$ cat src/rtl/plr_pkg.sv
// Package: shared widths and constants for the priority level resolver.
// Assumes a level count that fits the software register layout.
package plr_pkg;
    localparam int LVL_N     = 16;
    localparam int LVL_W     = $clog2(LVL_N);
    localparam int SOFT_W    = LVL_N + 1;
    localparam int TICK_BIT  = 0;
    localparam int STICK_BIT = LVL_N;
    localparam int TIMER_LVL = 14;
    localparam int TT_W      = 9;
    localparam int TL_W      = 3;
    localparam logic [TT_W-1:0] EXT_BASE = 9'h040;

    // Combinational decision handed from the selection logic to the register.
    typedef enum logic [1:0] {
        ACT_HOLD  = 2'd0,
        ACT_CLEAR = 2'd1,
        ACT_LOAD  = 2'd2
    } plr_act_e;
endpackage

$ cat src/rtl/plr_pend_merge.sv
// Module: builds the pending level set from external and software bits.
// The timer-match bits do not request a level at their own positions;
// either of them requests TIMER_LVL instead. Assumes LVL_N <= SOFT_W.
module plr_pend_merge #(
    parameter int LVL_N     = 16,
    parameter int SOFT_W    = 17,
    parameter int TICK_BIT  = 0,
    parameter int STICK_BIT = 16,
    parameter int TIMER_LVL = 14
) (
    input  logic [LVL_N-1:0]  ext_lvl,
    input  logic [SOFT_W-1:0] soft_reg,
    output logic [LVL_N-1:0]  pend
);
    logic timer_hit;

    // Purpose: detect either timer-match bit.
    always_comb timer_hit = soft_reg[TICK_BIT] | soft_reg[STICK_BIT];

    for (genvar g = 0; g < LVL_N; g++) begin : g_lvl
        logic soft_part;
        logic timer_part;
        if (g == TICK_BIT || g == STICK_BIT) begin : g_masked
            // Purpose: timer bit positions contribute no direct level.
            always_comb soft_part = 1'b0;
        end else begin : g_plain
            // Purpose: a software bit requests its own level.
            always_comb soft_part = soft_reg[g];
        end
        if (g == TIMER_LVL) begin : g_tmr
            // Purpose: fold timer matches into the timer level.
            always_comb timer_part = timer_hit;
        end else begin : g_notmr
            // Purpose: other levels ignore timer matches.
            always_comb timer_part = 1'b0;
        end
        // Purpose: merge the three sources for this level.
        always_comb pend[g] = ext_lvl[g] | soft_part | timer_part;
    end
endmodule

$ cat src/rtl/plr_level_pick.sv
// Module: finds the highest pending level strictly above the current level.
// Purely combinational; 'found' is low when no such level exists.
module plr_level_pick #(
    parameter int LVL_N = 16,
    parameter int LVL_W = 4
) (
    input  logic [LVL_N-1:0] pend,
    input  logic [LVL_W-1:0] cur_lvl,
    output logic             found,
    output logic [LVL_W-1:0] win_lvl
);
    // Purpose: ascending scan; the last hit is the highest level.
    always_comb begin
        found   = 1'b0;
        win_lvl = '0;
        for (int i = 0; i < LVL_N; i++) begin
            if (pend[i] && (LVL_W'(i) > cur_lvl)) begin
                found   = 1'b1;
                win_lvl = LVL_W'(i);
            end
        end
    end
endmodule

$ cat src/rtl/plr_nest_guard.sv
// Module: decides whether a candidate code must wait because a higher
// external-interrupt trap is being serviced. Assumes svc_tt is only
// meaningful while trap_lvl is nonzero.
module plr_nest_guard #(
    parameter int              TT_W = 9,
    parameter int              TL_W = 3,
    parameter logic [TT_W-1:0] BASE = 9'h040
) (
    input  logic [TL_W-1:0] trap_lvl,
    input  logic [TT_W-1:0] svc_tt,
    input  logic [TT_W-1:0] cand_tt,
    output logic            block
);
    logic nested;
    logic in_ext_range;
    logic higher;

    // Purpose: classify the serviced trap and compare it with the candidate.
    always_comb begin
        nested       = (trap_lvl != '0);
        in_ext_range = (svc_tt[TT_W-1:4] == BASE[TT_W-1:4]);
        higher       = (svc_tt > cand_tt);
        block        = nested && in_ext_range && higher;
    end
endmodule

$ cat src/rtl/plr_irq_resolver.sv
// Module: top of the priority interrupt level resolver. Merges the level
// sources, applies the priority threshold, picks the winner and registers
// the request and trap code. Assumes inputs are synchronous to clk.
module plr_irq_resolver
    import plr_pkg::*;
#(
    parameter int              P_LVL_N = plr_pkg::LVL_N,
    parameter int              P_TT_W  = plr_pkg::TT_W,
    parameter int              P_TL_W  = plr_pkg::TL_W,
    parameter logic [P_TT_W-1:0] P_BASE = plr_pkg::EXT_BASE
) (
    input  logic                  clk,
    input  logic                  rst_n,
    input  logic [P_LVL_N-1:0]    ext_lvl,
    input  logic [P_LVL_N:0]      soft_reg,
    input  logic [$clog2(P_LVL_N)-1:0] cur_lvl,
    input  logic                  int_en,
    input  logic [P_TL_W-1:0]     trap_lvl,
    input  logic [P_TT_W-1:0]     svc_tt,
    input  logic                  vec_busy,
    output logic                  irq_req,
    output logic [P_TT_W-1:0]     trap_code
);
    localparam int LW = $clog2(P_LVL_N);
    localparam int SW = P_LVL_N + 1;

    logic [P_LVL_N-1:0] pend;
    logic [P_LVL_N:0]   thr;
    logic               below;
    logic               found;
    logic [LW-1:0]      win_lvl;
    logic [P_TT_W-1:0]  cand_tt;
    logic               block;
    plr_act_e           act;

    plr_pend_merge #(
        .LVL_N(P_LVL_N), .SOFT_W(SW), .TICK_BIT(TICK_BIT),
        .STICK_BIT(P_LVL_N), .TIMER_LVL(TIMER_LVL)
    ) u_merge (
        .ext_lvl(ext_lvl), .soft_reg(soft_reg), .pend(pend)
    );

    plr_level_pick #(.LVL_N(P_LVL_N), .LVL_W(LW)) u_pick (
        .pend(pend), .cur_lvl(cur_lvl), .found(found), .win_lvl(win_lvl)
    );

    // Purpose: threshold test and candidate code.
    always_comb begin
        thr     = (P_LVL_N+1)'(2) << cur_lvl;
        below   = ({1'b0, pend} < thr);
        cand_tt = P_BASE | {{(P_TT_W-LW){1'b0}}, win_lvl};
    end

    plr_nest_guard #(.TT_W(P_TT_W), .TL_W(P_TL_W), .BASE(P_BASE)) u_guard (
        .trap_lvl(trap_lvl), .svc_tt(svc_tt), .cand_tt(cand_tt), .block(block)
    );

    // Purpose: choose what the output register does this cycle.
    always_comb begin
        act = ACT_HOLD;
        if (vec_busy) begin
            act = ACT_HOLD;
        end else if (below || !int_en) begin
            act = ACT_CLEAR;
        end else if (found && !block && (cand_tt != trap_code)) begin
            act = ACT_LOAD;
        end
    end

    // Purpose: output register with synchronous active-low reset.
    always_ff @(posedge clk) begin
        if (!rst_n) begin
            irq_req   <= 1'b0;
            trap_code <= '0;
        end else begin
            case (act)
                ACT_CLEAR: begin
                    irq_req   <= 1'b0;
                    trap_code <= '0;
                end
                ACT_LOAD: begin
                    irq_req   <= 1'b1;
                    trap_code <= cand_tt;
                end
                default: ;
            endcase
        end
    end

    // Assertions guarding the register and its inputs.
    p_timer_fold_r3: assert property (@(posedge clk) disable iff (!rst_n)
        (soft_reg[TICK_BIT] || soft_reg[P_LVL_N]) |-> pend[TIMER_LVL]);

    p_vec_hold_r4: assert property (@(posedge clk) disable iff (!rst_n)
        vec_busy |=> ($stable(irq_req) && $stable(trap_code)));

    p_below_clear_r5: assert property (@(posedge clk) disable iff (!rst_n)
        (!vec_busy && below) |=> (!irq_req && trap_code == '0));

    p_code_range_r6: assert property (@(posedge clk) disable iff (!rst_n)
        irq_req |-> (trap_code[P_TT_W-1:4] == P_BASE[P_TT_W-1:4]
                     && trap_code[3:0] != 4'd0));

    p_win_above_r6: assert property (@(posedge clk) disable iff (!rst_n)
        found |-> (win_lvl > cur_lvl));

    p_nest_hold_r7: assert property (@(posedge clk) disable iff (!rst_n)
        (!vec_busy && !below && int_en && block) |=> $stable(trap_code));

    p_rise_on_change_r8: assert property (@(posedge clk) disable iff (!rst_n)
        $rose(irq_req) |-> (trap_code != $past(trap_code)));

    p_disable_clear_r9: assert property (@(posedge clk) disable iff (!rst_n)
        (!vec_busy && !int_en) |=> (!irq_req && trap_code == '0));
endmodule

$ cat config.mk
export PLATFORM = sky130hd
export DESIGN_NAME = plr_irq_resolver
export DESIGN_NICKNAME = d
export VERILOG_FILES = /design/src/rtl/plr_pkg.sv /design/src/rtl/plr_pend_merge.sv /design/src/rtl/plr_level_pick.sv /design/src/rtl/plr_nest_guard.sv /design/src/rtl/plr_irq_resolver.sv
export SDC_FILE = /design/constraint.sdc
export NUM_CORES = 1
export LEC_CHECK = 0
export ABC_AREA = 1
export BUFFER_PORTS_ARGS = -buffer_cell sky130_fd_sc_hd__buf_2
export CAP_MARGIN = 0
export CORE_ASPECT_RATIO = 0.8
export CORE_MARGIN = 10
export CORE_UTILIZATION = 42
export CTS_CLUSTER_SIZE = 28
export DETAILED_ROUTE_END_ITERATION = 6
export PLACE_DENSITY = 0.84
export SLEW_MARGIN = 20
export SYNTH_ARGS = -nofsm -noshare
export SYNTH_HDL_FRONTEND = slang
export SYNTH_SLANG_ARGS = --single-unit
$ cat constraint.sdc
create_clock -name clk -period 3.1 [get_ports clk]
set_input_delay 0.31 -clock clk [delete_from_list [all_inputs] [get_ports clk]]
set_output_delay 0.31 -clock clk [all_outputs]
set_load 0.03 [all_outputs]
* Word-level counts from Yosys, hierarchy flattened
Cells that the tools add are included.
Storage, ports and cells: register bits after elaboration 10, logic and storage cells 103
Cells by class: shift operators 1, bitwise gates (word level) 17, equal/unequal tests 4, reductions and logical operators 25, $lt $le $gt $ge 18, mux-type cells 36
Operator list (count):
- greater-than comparator 4 bit, first input constant | 8
- two-way mux 4 bit | 8
- logical AND 1 bit | 20
- case mux 9 bit (2 select lines) | 1
- less-than comparator 16 x 17 -> 1 bit | 1
- two-way mux 1 bit | 17
- OR 1 bit | 17
- << shifter 2 x 4 -> 17 bit, first input constant | 1
- greater-than comparator 3 x 4 -> 1 bit, first input constant | 4
- two-way mux 3 bit | 4
- two-way mux 2 bit | 5
- greater-than comparator 9 x 7 -> 1 bit | 1
- inequality test 7 x 9 -> 1 bit | 1
- greater-than comparator 1 x 4 -> 1 bit, first input constant | 2
- greater-than comparator 2 x 4 -> 1 bit, first input constant | 2
- == test 5 x 3 -> 1 bit, second input constant | 1
- nonzero test 3 bit | 1
- == test 2 x 1 -> 1 bit, second input constant | 1
- == test 2 bit, second input constant | 1
- zero test 1 bit | 2
- case mux 1 bit (2 select lines) | 1
- nonzero test 2 bit | 1
- logical OR 1 bit | 1

* Longest topological paths before layout
Gate-level depths: netlist of run 1.
depth after elaboration 27, depth in mapped cells 31, depth with buffers taken out 31

* By module
A second synthesis of run 1 with hierarchy kept.
Unflattened totals: cells, all modules 250, area total of the unflattened synthesis 1565.3 um2
Modules (own cells, without submodules):
- plr_irq_resolver | sequential area each 100.1 um2, cells an instance 123, instances 1, area an instance 868.3 um2
- plr_nest_guard | sequential area each 0.0 um2, cells an instance 51, instances 1, area an instance 304.0 um2
- plr_level_pick | sequential area each 0.0 um2, cells an instance 58, instances 1, area an instance 286.5 um2
- plr_pend_merge | sequential area each 0.0 um2, cells an instance 18, instances 1, area an instance 106.4 um2

* Worst setup path after synthesis of run 1
No wires, ideal clock.
kind input to register, start input port cur_lvl[1], end register trap_code[0], slack 0.091 ns, setup time 0.066 ns, stages on the path 30, buffers on the path 0, data arrival time 2.943 ns, data required time 3.034 ns, cells stage by stage nor2_1 -> nand2_2 -> nor2_2 -> nand2_1 -> nand2_1 -> nand2_1 -> nand2_1 -> nand2_1 -> nand2_1 -> nand2_1 -> nand2_1 -> nand2_1 -> nand2_1 -> nand2_1 -> nand2_1 -> nand2_1 -> nand2_2 -> ha_1 -> nor2_1 -> o21ai_0 -> a21oi_1 -> o21ai_0 -> nand2_1 -> a31oi_1 -> nand3_1 -> nor2_1 -> ha_1 -> nor2_1 -> nand2_1 -> a21oi_2
On the way: longest elaborated chain between the ends 27, elaborated cells between the ends (all ways) 79, classes of those cells order compare (18); eq/ne (3); shift (1); mux (35); reduce/logical (22)
RTL lines:
- start, declared | line plr_irq_resolver.sv:16 | input logic [$clog2(P_LVL_N)-1:0] cur_lvl,
- greater-than comparator 1 x 4 -> 1 bit | line plr_level_pick.sv:17 | if (pend[i] && (LVL_W'(i) > cur_lvl)) begin
- logical AND 1 bit | line plr_level_pick.sv:17
- two-way mux 1 bit | line plr_level_pick.sv:17
- two-way mux 2 bit (2 in series) | line plr_level_pick.sv:17
- two-way mux 3 bit (4 in series) | line plr_level_pick.sv:17
- two-way mux 4 bit (8 in series) | line plr_level_pick.sv:17
- greater-than comparator 9 x 7 -> 1 bit | line plr_nest_guard.sv:22 | higher = (svc_tt > cand_tt);
- logical AND 1 bit | line plr_nest_guard.sv:23 | block = nested && in_ext_range && higher;
- zero test 1 bit | line plr_irq_resolver.sv:65 | end else if (found && !block && (cand_tt != trap_code)) begin
- logical AND 1 bit (2 in series) | line plr_irq_resolver.sv:65
- two-way mux 2 bit | line plr_irq_resolver.sv:65
- two-way mux 2 bit | line plr_irq_resolver.sv:63 | end else if (below || !int_en) begin
- two-way mux 2 bit | line plr_irq_resolver.sv:61 | if (vec_busy) begin
- == test 2 bit or == test 2 x 1 -> 1 bit (tied branches) | line plr_irq_resolver.sv:76 | case (act)
- case mux 9 bit (2 select lines) or nonzero test 2 bit (tied branches)
- end signal, assigned | line plr_irq_resolver.sv:83 | trap_code <= cand_tt;
- end, declared | line plr_irq_resolver.sv:22 | output logic [P_TT_W-1:0] trap_code
Several ways; a longest one is shown, not always the timed one. The select of a mux whose other input is x is not followed. A chain may end at the register's enable or synchronous reset.

* Final worst setup path of run 1
start input port cur_lvl[0], end register trap_code[1]
Same word-level chain as after synthesis.

==> results of run 1 <==
## worst min-delay path by stage
stage / to / slack (ns) / cells past startpoint
CTS: trap_code[0]$_SDFFE_PN0P_ / 0.39 / 3
finish: trap_code[0]$_SDFFE_PN0P_ / 0.41 / 3
global route: trap_code[0]$_SDFFE_PN0P_ / 0.41 / 3
global placement: trap_code[2]$_SDFFE_PN0P_ / 0.48 / 2
detailed placement: trap_code[1]$_SDFFE_PN0P_ / 0.50 / 2
floorplan: trap_code[0]$_SDFFE_PN0P_ / 0.49 / 2
## metal layers
metal	wire (um)	part of all wire [%]	track usage, %	up-vias
met1	2140	40	19.8	808
met3	563	11	3.36	19
met5	0	0	0	-
li1	-	-	-	889
met4	144	2.7	4.57	0
met2	2490	47	26.5	110
## power by group through the flow
stage               combinational (mW)  sequential, mW  clock, mW
finish                           0.244          0.0701      0.125
global placement                 0.193          0.0704          0
global route                     0.265          0.0704      0.131
detailed placement               0.200          0.0705          0
CTS                              0.215          0.0697      0.123
floorplan                        0.109          0.0745          0
## layout make-up
class | instances | area (um^2)
Clock buffer | 4 | 45.0
Fill cell | 203 | 753
Inverter | 25 | 95.1
Multi-Input combinational cell | 182 | 1180
Sequential cell | 5 | 100
Tap cell | 38 | 47.5
Timing Repair Buffer | 97 | 612
## timing repair
item / CTS / global route
setup endpoints to repair: 5 / 5
setup buffers: 6 / 2
resized for setup: 16 / 28
pin swaps: 8 / 8
hold endpoints to repair: 0 / 0
## cell usage in the layout, fill, tap and decap left out, drive strengths merged
cell	netlist	routed
nand3	12	12
conb	1	4
a31oi	2	2
nor4	1	1
nor3	4	4
or2	13	13
nor2	26	26
dfxtp	5	5
a221oi	1	1
a21o	1	1
buf	5	96
xor2	1	1
o21ai	8	8
o221ai	1	1
ha	21	21
clkinv	1	1
nand4	1	1
nand3b	1	1
inv	24	24
a21oi	13	13
clkbuf	0	5
a211oi	2	2
nand2	70	70
## metrics by stage
| stage | std cells | setup TNS [ns] | total power [mW] | util (%) | hold WS [ns] |
|---|---|---|---|---|---|
| after detailed placement | 340 | -1.90 | 0.271 | 64.3 | 0.496 |
| final | 351 | -0.887 | 0.439 | 73.4 | 0.408 |
| after global routing | 351 | -1.79 | 0.466 | 73.4 | 0.408 |
| after floorplan | 217 | 0 | 0.183 | - | 0.492 |
| after CTS | 349 | 0 | 0.408 | 69.3 | 0.388 |
| after global placement | 340 | -0.910 | 0.263 | 64.3 | 0.482 |
## worst max-delay path, delay by kind of cell
family	cells	cell delay, ns
AO/OA/AOI/OAI	4	0.51
AND/OR/NAND/NOR	13	1.49
adder cells (fa/ha/maj)	2	0.52
buffers and inverters	6	0.62
## kinds of logic after synthesis
kind of cell               synth area share, %
AOI/OAI and AO/OA                         13.6
xor gates and xnor gates                 0.693
adders and majority gates                 20.8
buffers and inverters                     10.5
DFF                                       7.91
other                                    0.296
and+or+nand+nor                           46.2
==> key figures, run 1 <==
Synthesis
  – Mapped Cells: approximately 210
  – Post-synth EDFFs: 0
  – Yosys top cell area share: between 20% and 30%
  – Synthesis-stage register bit count: 5
  – Yosys Warn Count: 0
  – Synth area leader: ha_1
  – Synth Flop Type: dfxtp_1
  – Sequential element share of the synthesized area: 7.91%
  – Cells taking the most area after synthesis: ha_1, nand2_1, dfxtp_1
  – Most frequent cell after synthesis: nand2_1
  – Unique masters post-synth: 31
  – FFs w/ async S/R, synth: 0%
  – Synth cell count leaders: nand2_1, inv_1, ha_1
  – Synthesized area per cell: 5.91 um^2
  – Netlist Area Pre-Place: approximately 1300 um^2

Final layout
  – Top reg by flops: trap_code
  – Share of layout cells above drive strength 1: between 40% and 50%
  – Layout Cell Area excl Fill: just over 2000 um^2
  – Max reg flops: 5
  – Diodes inserted: 0
  – Top flop regs: trap_code (5)
  – Area Growth Syn to Fin: 64.1%
  – Fin nets: 388

Floorplan
  – Initial Utilization: between 40% and 50%
  – Die area: roughly 5600 um^2
  – Die Width: around 81 um
  – Core area: ~2800 um^2
  – FP Rows: 17
  – Die H: between 60 and 70 um
  – Ports: 63

Critical path
  – Crit path max fanout: 4
  – Worst setup endpoint: trap_code[1]$_SDFFE_PN0P_
  – CP Launch Type: input port
  – Crit path DAT: approximately 3.5 ns
  – Reg-to-Reg Start: trap_code[6]$_SDFFE_PN0P_
  – Reg-to-reg slack, setup: roughly 1.1 ns
  – CP max stage delay: around 0.28 ns
  – Crit end category: flip-flop
  – Worst path required time: around 3.3 ns
  – Critical-path top delay cell: ha_1
  – Most used cell, CP: nand2_1
  – Setup crit start: cur_lvl[0]
  – Worst r2r dst: trap_code[1]$_SDFFE_PN0P_
  – Worst Reg2Reg Path Length in Cells: 11
  – Crit Path Category: input port to flip-flop

CTS
  – Post-cts hold buffer count: 0
  – Total CTS buffers: 3
  – H-tree Lvls: 1
  – CTS clk-pin slew, worst paths: roughly 0.04 ns
  – Clk root buf: clkbuf_8
  – Clk sinks: 5
  – Worst-Skew Late Latency: ~0.22 ns
  – Max Buffers Root-to-Sink: 2
  – CTS tree: built

Timing
  – Final setup fails: 5
  – Worst Slack Setup Final: -0.212 ns
  – RSZ-0062 raised after global routing: true
  – Skew final: between 0.0004 and 0.0005 ns
  – Final hold vios: 0
  – Tmin final: roughly 3.3 ns
  – Slew Viols, Final: 0
  – Fmax: 302 MHz
  – Final period utilization: 107%

Pwr
  – Switching Fraction: 38.9%
  – Power share of the clock group: 28.4%
  – Internal power: ~0.27 mW
  – Lkg Pwr: between 1 and 1.5 nW
  – Logic pwr share: a little under three fifths
  – Maximum vdd drop: 0.000151 V
  – PwrDens: 212 nW/um^2
  – P_sw: ~0.17 mW
  – Sequential Power Share: 16.0%

Place
  – Post-place setup slack: -0.420 ns
  – Port bufs: between 50 and 60
  – Detailed Place HPWL: 3.82 mm
  – Post-DP Area: 1820 um^2
  – GPL Wtd Cong: slightly above 0.9

Flow run
  – Max cap viols: 0

GRT
  – Initial antenna violation count: 0
  – Largest net degree at the start of global routing: 7
  – Global-route wire length before repair: between 7 and 8 mm
  – Number of global-route vias before repair: ~1,800
  – Total global-route track usage: between 10% and 20%
  – GRT overflow: 0

Route
  – Antenna Violating Nets Remaining: 0
  – Via-to-Cell Ratio: around 5.2
  – Post-route DRC: 0
  – First DRT Iteration DRCs: about 210
  – Detailed-route wire length: about 5.3 mm
  – Drt pass-1 iters: 4
  – WL/cell: 15.2 um
  – Vias post-DR: between 1,500 and 2,000

Worst hold path
  – Worst min-delay path startpoint: rst_n
  – Min-delay worst type: input port to flip-flop

Run status
  – Violated checks: setup timing
  – Status: complete, but fails checks
Power figures use the tool's default switching activity.
==> run 2, diff against run 1 <==
--- a/config.mk
+++ b/config.mk
@@ -9,7 +9,6 @@
 export BUFFER_PORTS_ARGS = -buffer_cell sky130_fd_sc_hd__buf_2
 export CAP_MARGIN = 0
 export CORE_ASPECT_RATIO = 0.8
-export CORE_MARGIN = 10
 export CORE_UTILIZATION = 42
 export CTS_CLUSTER_SIZE = 28
 export DETAILED_ROUTE_END_ITERATION = 6
==> key figures, run 2 (synthesis results as in run 1) <==
Run status
  – Status: complete, no violations (was complete, but fails checks)

Timing
  – Fmax: 324 MHz (was 302 MHz)
  – Skew final: 0.00617 ns (was 0.000426 ns)
  – Final period utilization: 99.4% (was 107%)
  – Worst Slack Setup Final: 0.0177 ns (was -0.212 ns)
  – Tmin final: 3.08 ns (was 3.31 ns)
  – RSZ-0062 raised after global routing: true (unchanged)
  – Final setup fails: 0 (was 5)
  – Final hold vios: 0 (unchanged)
  – Slew Viols, Final: 0 (unchanged)

GRT
  – Largest net degree at the start of global routing: 7 (unchanged)
  – Global-route wire length before repair: 5.47 mm (was 7.70 mm)
  – GRT overflow: 0 (unchanged)
  – Total global-route track usage: 21.7% (was 16.0%)
  – Number of global-route vias before repair: 1,421 (was 1,751)
  – Initial antenna violation count: 0 (unchanged)

Final layout
  – Register area: 100 um^2 (unchanged)
  – Fin nets: 385 (was 388)
  – Diodes inserted: 0 (unchanged)
  – Top reg by flops: trap_code (unchanged)
  – Layout Cell Area excl Fill: 2020 um^2 (was 2080 um^2)
  – Filler Cell Count: 221 (was 203)
  – Multi-input logic area: 1140 um^2 (was 1180 um^2)
  – Max reg flops: 5 (unchanged)
  – Commonest non-fill, non-tap cells in the layout: nand2_1, buf_2, buf_4 (unchanged)
  – Share of layout cells above drive strength 1: 47.4% (was 49.2%)
  – Top flop regs: trap_code (5) (unchanged)
  – Area Growth Syn to Fin: 59.6% (was 64.1%)
  – Commonest non-fill, non-tap cell in the layout: nand2_1 (unchanged)

Route
  – M1 wire length: 1.74 mm (was 2.14 mm)
  – Vias post-DR: 1,699 (was 1,826)
  – Top routing layer in use: met4 (unchanged)
  – WL met2: 1.88 mm (was 2.49 mm)
  – WL/cell: 11.4 um (was 15.2 um)
  – Antenna Violating Nets Remaining: 0 (unchanged)
  – Detailed-route wire length: 3.96 mm (was 5.34 mm)
  – Drt pass-1 iters: 4 (unchanged)
  – Routed wl met3: 289 um (was 563 um)
  – First DRT Iteration DRCs: 55 (was 208)
  – Post-route DRC: 0 (unchanged)
  – Via-to-Cell Ratio: 4.88 (was 5.20)

Critical path
  – Reg-to-Reg Start: trap_code[3]$_SDFFE_PN0P_ (was trap_code[6]$_SDFFE_PN0P_)
  – Crit end category: flip-flop (unchanged)
  – CP Launch Type: input port (unchanged)
  – Reg-to-reg slack, setup: 1.20 ns (was 1.13 ns)
  – Crit path DAT: 3.25 ns (was 3.46 ns)
  – Worst path required time: 3.26 ns (was 3.25 ns)
  – Crit path max fanout: 4 (unchanged)
  – Worst r2r dst: trap_code[2]$_SDFFE_PN0P_ (was trap_code[1]$_SDFFE_PN0P_)
  – Worst Reg2Reg Path Length in Cells: 11 (unchanged)
  – Crit Path Category: input port to flip-flop (unchanged)

Pwr
  – Lkg Pwr: 1.06 nW (was 1.08 nW)
  – Internal power: 0.267 mW (was 0.268 mW)
  – Logic pwr share: 54.1% (was 55.6%)
  – Switching Fraction: 37.4% (was 38.9%)
  – Final Power: 0.427 mW (was 0.439 mW)
  – Sequential Power Share: 16.3% (was 16.0%)
  – PwrDens: 211 nW/um^2 (was 212 nW/um^2)
  – Maximum vdd drop: 0.000189 V (was 0.000151 V)
  – P_sw: 0.160 mW (was 0.171 mW)
  – Power share of the clock group: 29.6% (was 28.4%)

Floorplan
  – Die H: 51.1 um (was 69.1 um)
  – FP Rows: 17 (unchanged)
  – Core area: 2810 um^2 (was 2830 um^2)
  – Ports: 63 (unchanged)
  – Die area: 3240 um^2 (was 5620 um^2)
  – Die Width: 63.4 um (was 81.4 um)
  – Initial Utilization: 45.1% (was 44.7%)

CTS
  – Post-cts hold buffer count: 0 (unchanged)
  – Clk sinks: 5 (unchanged)
  – Clk root buf: clkbuf_8 (unchanged)
  – CTS tree: built (unchanged)
  – H-tree Lvls: 1 (unchanged)
  – Max Buffers Root-to-Sink: 2 (unchanged)
  – Total CTS buffers: 3 (unchanged)
  – Worst-Skew Late Latency: 0.23 ns (was 0.22 ns)
  – CTS clk-pin slew, worst paths: 0.04 ns (about the same)

Worst hold path
  – Cells on Worst Hold Path: 3 (unchanged)
  – Worst min-delay path startpoint: rst_n (unchanged)
  – Hold endpoint: trap_code[0]$_SDFFE_PN0P_ (unchanged)
  – Min-delay worst type: input port to flip-flop (unchanged)

Place
  – Detailed Place HPWL: 2.87 mm (was 3.82 mm)
  – Port bufs: 57 (unchanged)
  – GPL Wtd Cong: 0.855 (was 0.911)
  – Post-place setup slack: -0.412 ns (was -0.420 ns)
  – Post-DP Area: 1820 um^2 (unchanged)

Flow run
  – Max cap viols: 0 (unchanged)
run 2: how the worst max path moves through the flow:
stage / slack, ns / startpoint / depth (start not counted) / endpoint
5_1_grt: -0.27 / cur_lvl[2] / 30 / trap_code[1]$_SDFFE_PN0P_
6_report: 0.02 / cur_lvl[2] / 26 / trap_code[1]$_SDFFE_PN0P_
3_5_place_dp: -0.41 / cur_lvl[3] / 31 / trap_code[2]$_SDFFE_PN0P_
4_1_cts: 0.03 / cur_lvl[2] / 30 / trap_code[2]$_SDFFE_PN0P_
2_1_floorplan: 0.09 / cur_lvl[1] / 30 / trap_code[0]$_SDFFE_PN0P_
3_3_place_gp: -0.27 / cur_lvl[3] / 31 / trap_code[2]$_SDFFE_PN0P_
run 2: metal layers:
layer  global-route usage (%)  up-vias
met4                     4.92        0
met1                     25.6      734
li1                         -      882
met3                     6.03        9
met5                        0        -
met2                     38.8       74
run 2: area by class of cell:
cell class	count	area share [%]
multi-input combinational	182	56.7
timing repair buffer	94	29.1
sequential	5	4.96
inverter	25	4.71
tap	38	2.35
clock buffer	4	2.23
run 2: metrics by stage:
stage	instances	setup TNS, ns	utilization (%)	hold WS [ns]
6_report	348	0	71.9	0.385
5_1_grt	348	-1.31	71.9	0.402
4_1_cts	344	0	67.2	0.380
3_5_place_dp	340	-1.88	64.8	0.496
3_3_place_gp	340	-1.23	64.8	0.476
2_1_floorplan	217	0	-	0.492
run 2: power groups by stage:
stage	combinational [mW]	sequential (mW)	clock (mW)
final	0.231	0.0695	0.126
after global routing	0.254	0.0697	0.129
after CTS	0.202	0.0693	0.125
after detailed placement	0.197	0.0702	0
after global placement	0.191	0.0701	0
after floorplan	0.109	0.0745	0
run 2: what timing repair did:
item                       in CTS  in global routing
setup endpoints to repair       5                  5
gates resized for setup         6                 27
pin swaps                       3                  6
gates cloned                    0                  0
buffers inserted                0                  4
run 2: worst max-delay path, cell delays in order:
cell and delay [ns]:
buf_6 0.11, buf_6 0.12, inv_1 0.09, nor2_4 0.06
nand2_2 0.08, nand3_2 0.08, buf_4 0.14, a31oi_1 0.17
nor2_1 0.07, o21ai_1 0.13, nand2_1 0.10, inv_1 0.06
ha_1 0.21, inv_1 0.08, nor2_2 0.03, o21ai_1 0.11
a21oi_1 0.08, o21ai_1 0.16, nand2_1 0.08, a31oi_1 0.14
nand3_1 0.13, nor2_4 0.16, ha_4 0.23, nor2_4 0.10
nand2_1 0.08, a21oi_1 0.12
==> run 3, diff against run 2 <==
--- a/config.mk
+++ b/config.mk
@@ -6,7 +6,7 @@
 export NUM_CORES = 1
 export LEC_CHECK = 0
 export ABC_AREA = 1
-export BUFFER_PORTS_ARGS = -buffer_cell sky130_fd_sc_hd__buf_2
+export BUFFER_PORTS_ARGS = -buffer_cell sky130_fd_sc_hd__buf_4
 export CAP_MARGIN = 0
 export CORE_ASPECT_RATIO = 0.8
 export CORE_UTILIZATION = 42
==> key figures, run 3 (synthesis results as in run 1) <==
Run status
  – Status: complete, but fails checks (was complete, no violations)
  – Violated checks: setup timing

Critical path
  – Worst r2r dst: trap_code[0]$_SDFFE_PN0P_ (was trap_code[2]$_SDFFE_PN0P_)
  – Crit path max fanout: 5 (was 4)
  – Critical-path top delay cell: or2_2 (was ha_4)
  – Worst path required time: 3.20 ns (was 3.26 ns)
  – Crit path DAT: 3.50 ns (was 3.25 ns)
  – Crit end category: flip-flop (unchanged)
  – Worst setup endpoint: trap_code[0]$_SDFFE_PN0P_ (was trap_code[1]$_SDFFE_PN0P_)
  – Worst Reg2Reg Path Length in Cells: 11 (unchanged)
  – Worst path depth: 28 (was 26)
  – CP Launch Type: input port (unchanged)
  – Crit Path Category: input port to flip-flop (unchanged)
  – CP max stage delay: 0.30 ns (was 0.23 ns)
  – Reg-to-reg slack, setup: 0.94 ns (was 1.20 ns)
  – Most used cell, CP: nand2_1
  – Critical path buffers and inverters: 2 (was 6)
  – Reg-to-Reg Start: trap_code[3]$_SDFFE_PN0P_ (unchanged)
  – Setup crit start: soft_reg[4] (was cur_lvl[2])
  – Top cell family by delay on the critical path: simple AND/OR/NAND/NOR gates (unchanged)

Place
  – Post-place setup slack: -0.317 ns (was -0.412 ns)
  – Placed insts: 338 (was 340)
  – Detailed Place HPWL: 3.06 mm (was 2.87 mm)
  – GPL Wtd Cong: 0.889 (was 0.855)
  – Port bufs: 57 (unchanged)

GRT
  – Met3 Use GR: 6.03% (unchanged)
  – GRT overflow: 0 (unchanged)
  – Met2 Usage GRT: 40.8% (was 38.8%)
  – Largest net degree at the start of global routing: 8 (was 7)
  – Initial antenna violation count: 0 (unchanged)
  – M1 GR Usage: 28.1% (was 25.6%)
  – Number of global-route vias before repair: 1,549 (was 1,421)
  – Global-route wire length before repair: 6.00 mm (was 5.47 mm)
  – Top Usage Layer GRT: met2 (unchanged)
  – Total global-route track usage: 23.3% (was 21.7%)

Pwr
  – Internal power: 0.291 mW (was 0.267 mW)
  – Lkg Pwr: 1.13 nW (was 1.06 nW)
  – Sequential Power Share: 14.9% (was 16.3%)
  – Switching Fraction: 37.9% (was 37.4%)
  – Power share of the clock group: 26.1% (was 29.6%)
  – Maximum vdd drop: 0.000225 V (was 0.000189 V)
  – PwrDens: 207 nW/um^2 (was 211 nW/um^2)
  – P_sw: 0.178 mW (was 0.160 mW)
  – Logic pwr share: 59.0% (was 54.1%)

Final layout
  – Max reg flops: 5 (unchanged)
  – Top flop regs: trap_code (5) (unchanged)
  – Top reg by flops: trap_code (unchanged)
  – Commonest non-fill, non-tap cell in the layout: buf_4 (was nand2_1)
  – Area Growth Syn to Fin: 78.5% (was 59.6%)
  – Share of layout cells above drive strength 1: 52.2% (was 47.4%)
  – Diodes inserted: 0 (unchanged)
  – Fin nets: 389 (was 385)
  – Non-filler cells, final: 352 (was 348)
  – Commonest non-fill, non-tap cells in the layout: buf_4, nand2_1, inv_1 (was nand2_1, buf_2, buf_4)

Worst hold path
  – Min-delay worst type: input port to flip-flop (unchanged)

Timing
  – Worst Slack Setup Final: -0.295 ns (was 0.0177 ns)
  – Fmax: 295 MHz (was 324 MHz)
  – Final setup fails: 5 (was 0)
  – Final hold vios: 0 (unchanged)
  – Skew final: 0.000207 ns (was 0.00617 ns)
  – Tmin final: 3.40 ns (was 3.08 ns)
  – RSZ-0062 raised after global routing: true (unchanged)
  – Final period utilization: 110% (was 99.4%)
  – Slew Viols, Final: 0 (unchanged)

Floorplan
  – FP Rows: 17 (unchanged)
  – Die area: 3240 um^2 (unchanged)
  – Initial Utilization: 45.1% (unchanged)
  – Die Width: 63.4 um (unchanged)
  – Ports: 63 (unchanged)
  – Die H: 51.1 um (unchanged)
  – Core area: 2810 um^2 (unchanged)

Route
  – Drt pass-1 iters: 5 (was 4)
  – Via-to-Cell Ratio: 5.46 (was 4.88)
  – First DRT Iteration DRCs: 100 (was 55)
  – Vias post-DR: 1,921 (was 1,699)
  – Antenna Violating Nets Remaining: 0 (unchanged)
  – Detailed-route wire length: 5.26 mm (was 3.96 mm)
  – Post-route DRC: 0 (unchanged)
  – WL/cell: 14.9 um (was 11.4 um)

CTS
  – Clk root buf: clkbuf_8 (unchanged)
  – Clk sinks: 5 (unchanged)
  – CTS clk-pin slew, worst paths: 0.03 ns (was 0.04 ns)
  – Total CTS buffers: 3 (unchanged)
  – CTS tree: built (unchanged)
  – Worst-Skew Late Latency: 0.22 ns (was 0.23 ns)
  – Max Buffers Root-to-Sink: 2 (unchanged)
  – H-tree Lvls: 1 (unchanged)
  – Post-cts hold buffer count: 0 (unchanged)

Flow run
  – Max cap viols: 0 (unchanged)
run 3: repair_timing:
item | in CTS | in global routing
pin swaps | 2 | 27
endpoints found under the setup margin | 5 | 5
buffers inserted | 0 | 10
gates resized for setup | 5 | 46
run 3: worst min-delay path: cells and delay by family:
| family | cells | cell delay (ns) |
|---|---|---|
| AO/OA/AOI/OAI | 1 | 0.13 |
| buffers and inverters | 2 | 0.18 |
run 3: how the worst min path moves through the flow:
stage | endpoint | depth (start not counted) | start | slack [ns]
after floorplan | trap_code[0]$_SDFFE_PN0P_ | 2 | rst_n | 0.49
after global placement | trap_code[1]$_SDFFE_PN0P_ | 2 | trap_code[1]$_SDFFE_PN0P_ | 0.48
after detailed placement | trap_code[1]$_SDFFE_PN0P_ | 2 | trap_code[1]$_SDFFE_PN0P_ | 0.48
after CTS | trap_code[0]$_SDFFE_PN0P_ | 3 | rst_n | 0.38
after global routing | trap_code[3]$_SDFFE_PN0P_ | 3 | rst_n | 0.44
final | trap_code[1]$_SDFFE_PN0P_ | 3 | rst_n | 0.44
run 3: layout make-up:
class | count | area [um^2]
multi-input cells | 182 | 1210
repair buffers | 98 | 758
fillers | 182 | 549
flip-flops and latches | 5 | 100
inverters | 25 | 97.6
well taps | 38 | 47.5
clock buffers | 4 | 45.0
run 3: power by group through the flow:
stage	clock [mW]	sequential [mW]	combinational, mW
after floorplan	0	0.0745	0.109
after global placement	0	0.0702	0.209
after detailed placement	0	0.0703	0.215
after CTS	0.122	0.0694	0.220
after global routing	0.127	0.0701	0.297
final	0.122	0.0700	0.276
run 3: layer usage:
metal | up-vias | wire [um]
met2 | 158 | 2500
li1 | 889 | -
met3 | 31 | 509
met5 | - | 0
met1 | 843 | 2050
met4 | 0 | 210
run 3: through the flow:
stage	cell area [um^2]	total power [mW]	TNS, ns	util [%]	hold WS (ns)
2_1_floorplan	1280	0.183	0	-	0.492
3_3_place_gp	1950	0.279	-1.11	69.3	0.482
3_5_place_dp	1950	0.285	-1.49	69.3	0.482
6_report	2260	0.468	-1.31	80.4	0.436
5_1_grt	2260	0.494	-2.33	80.4	0.439
4_1_cts	2010	0.412	0	71.7	0.384
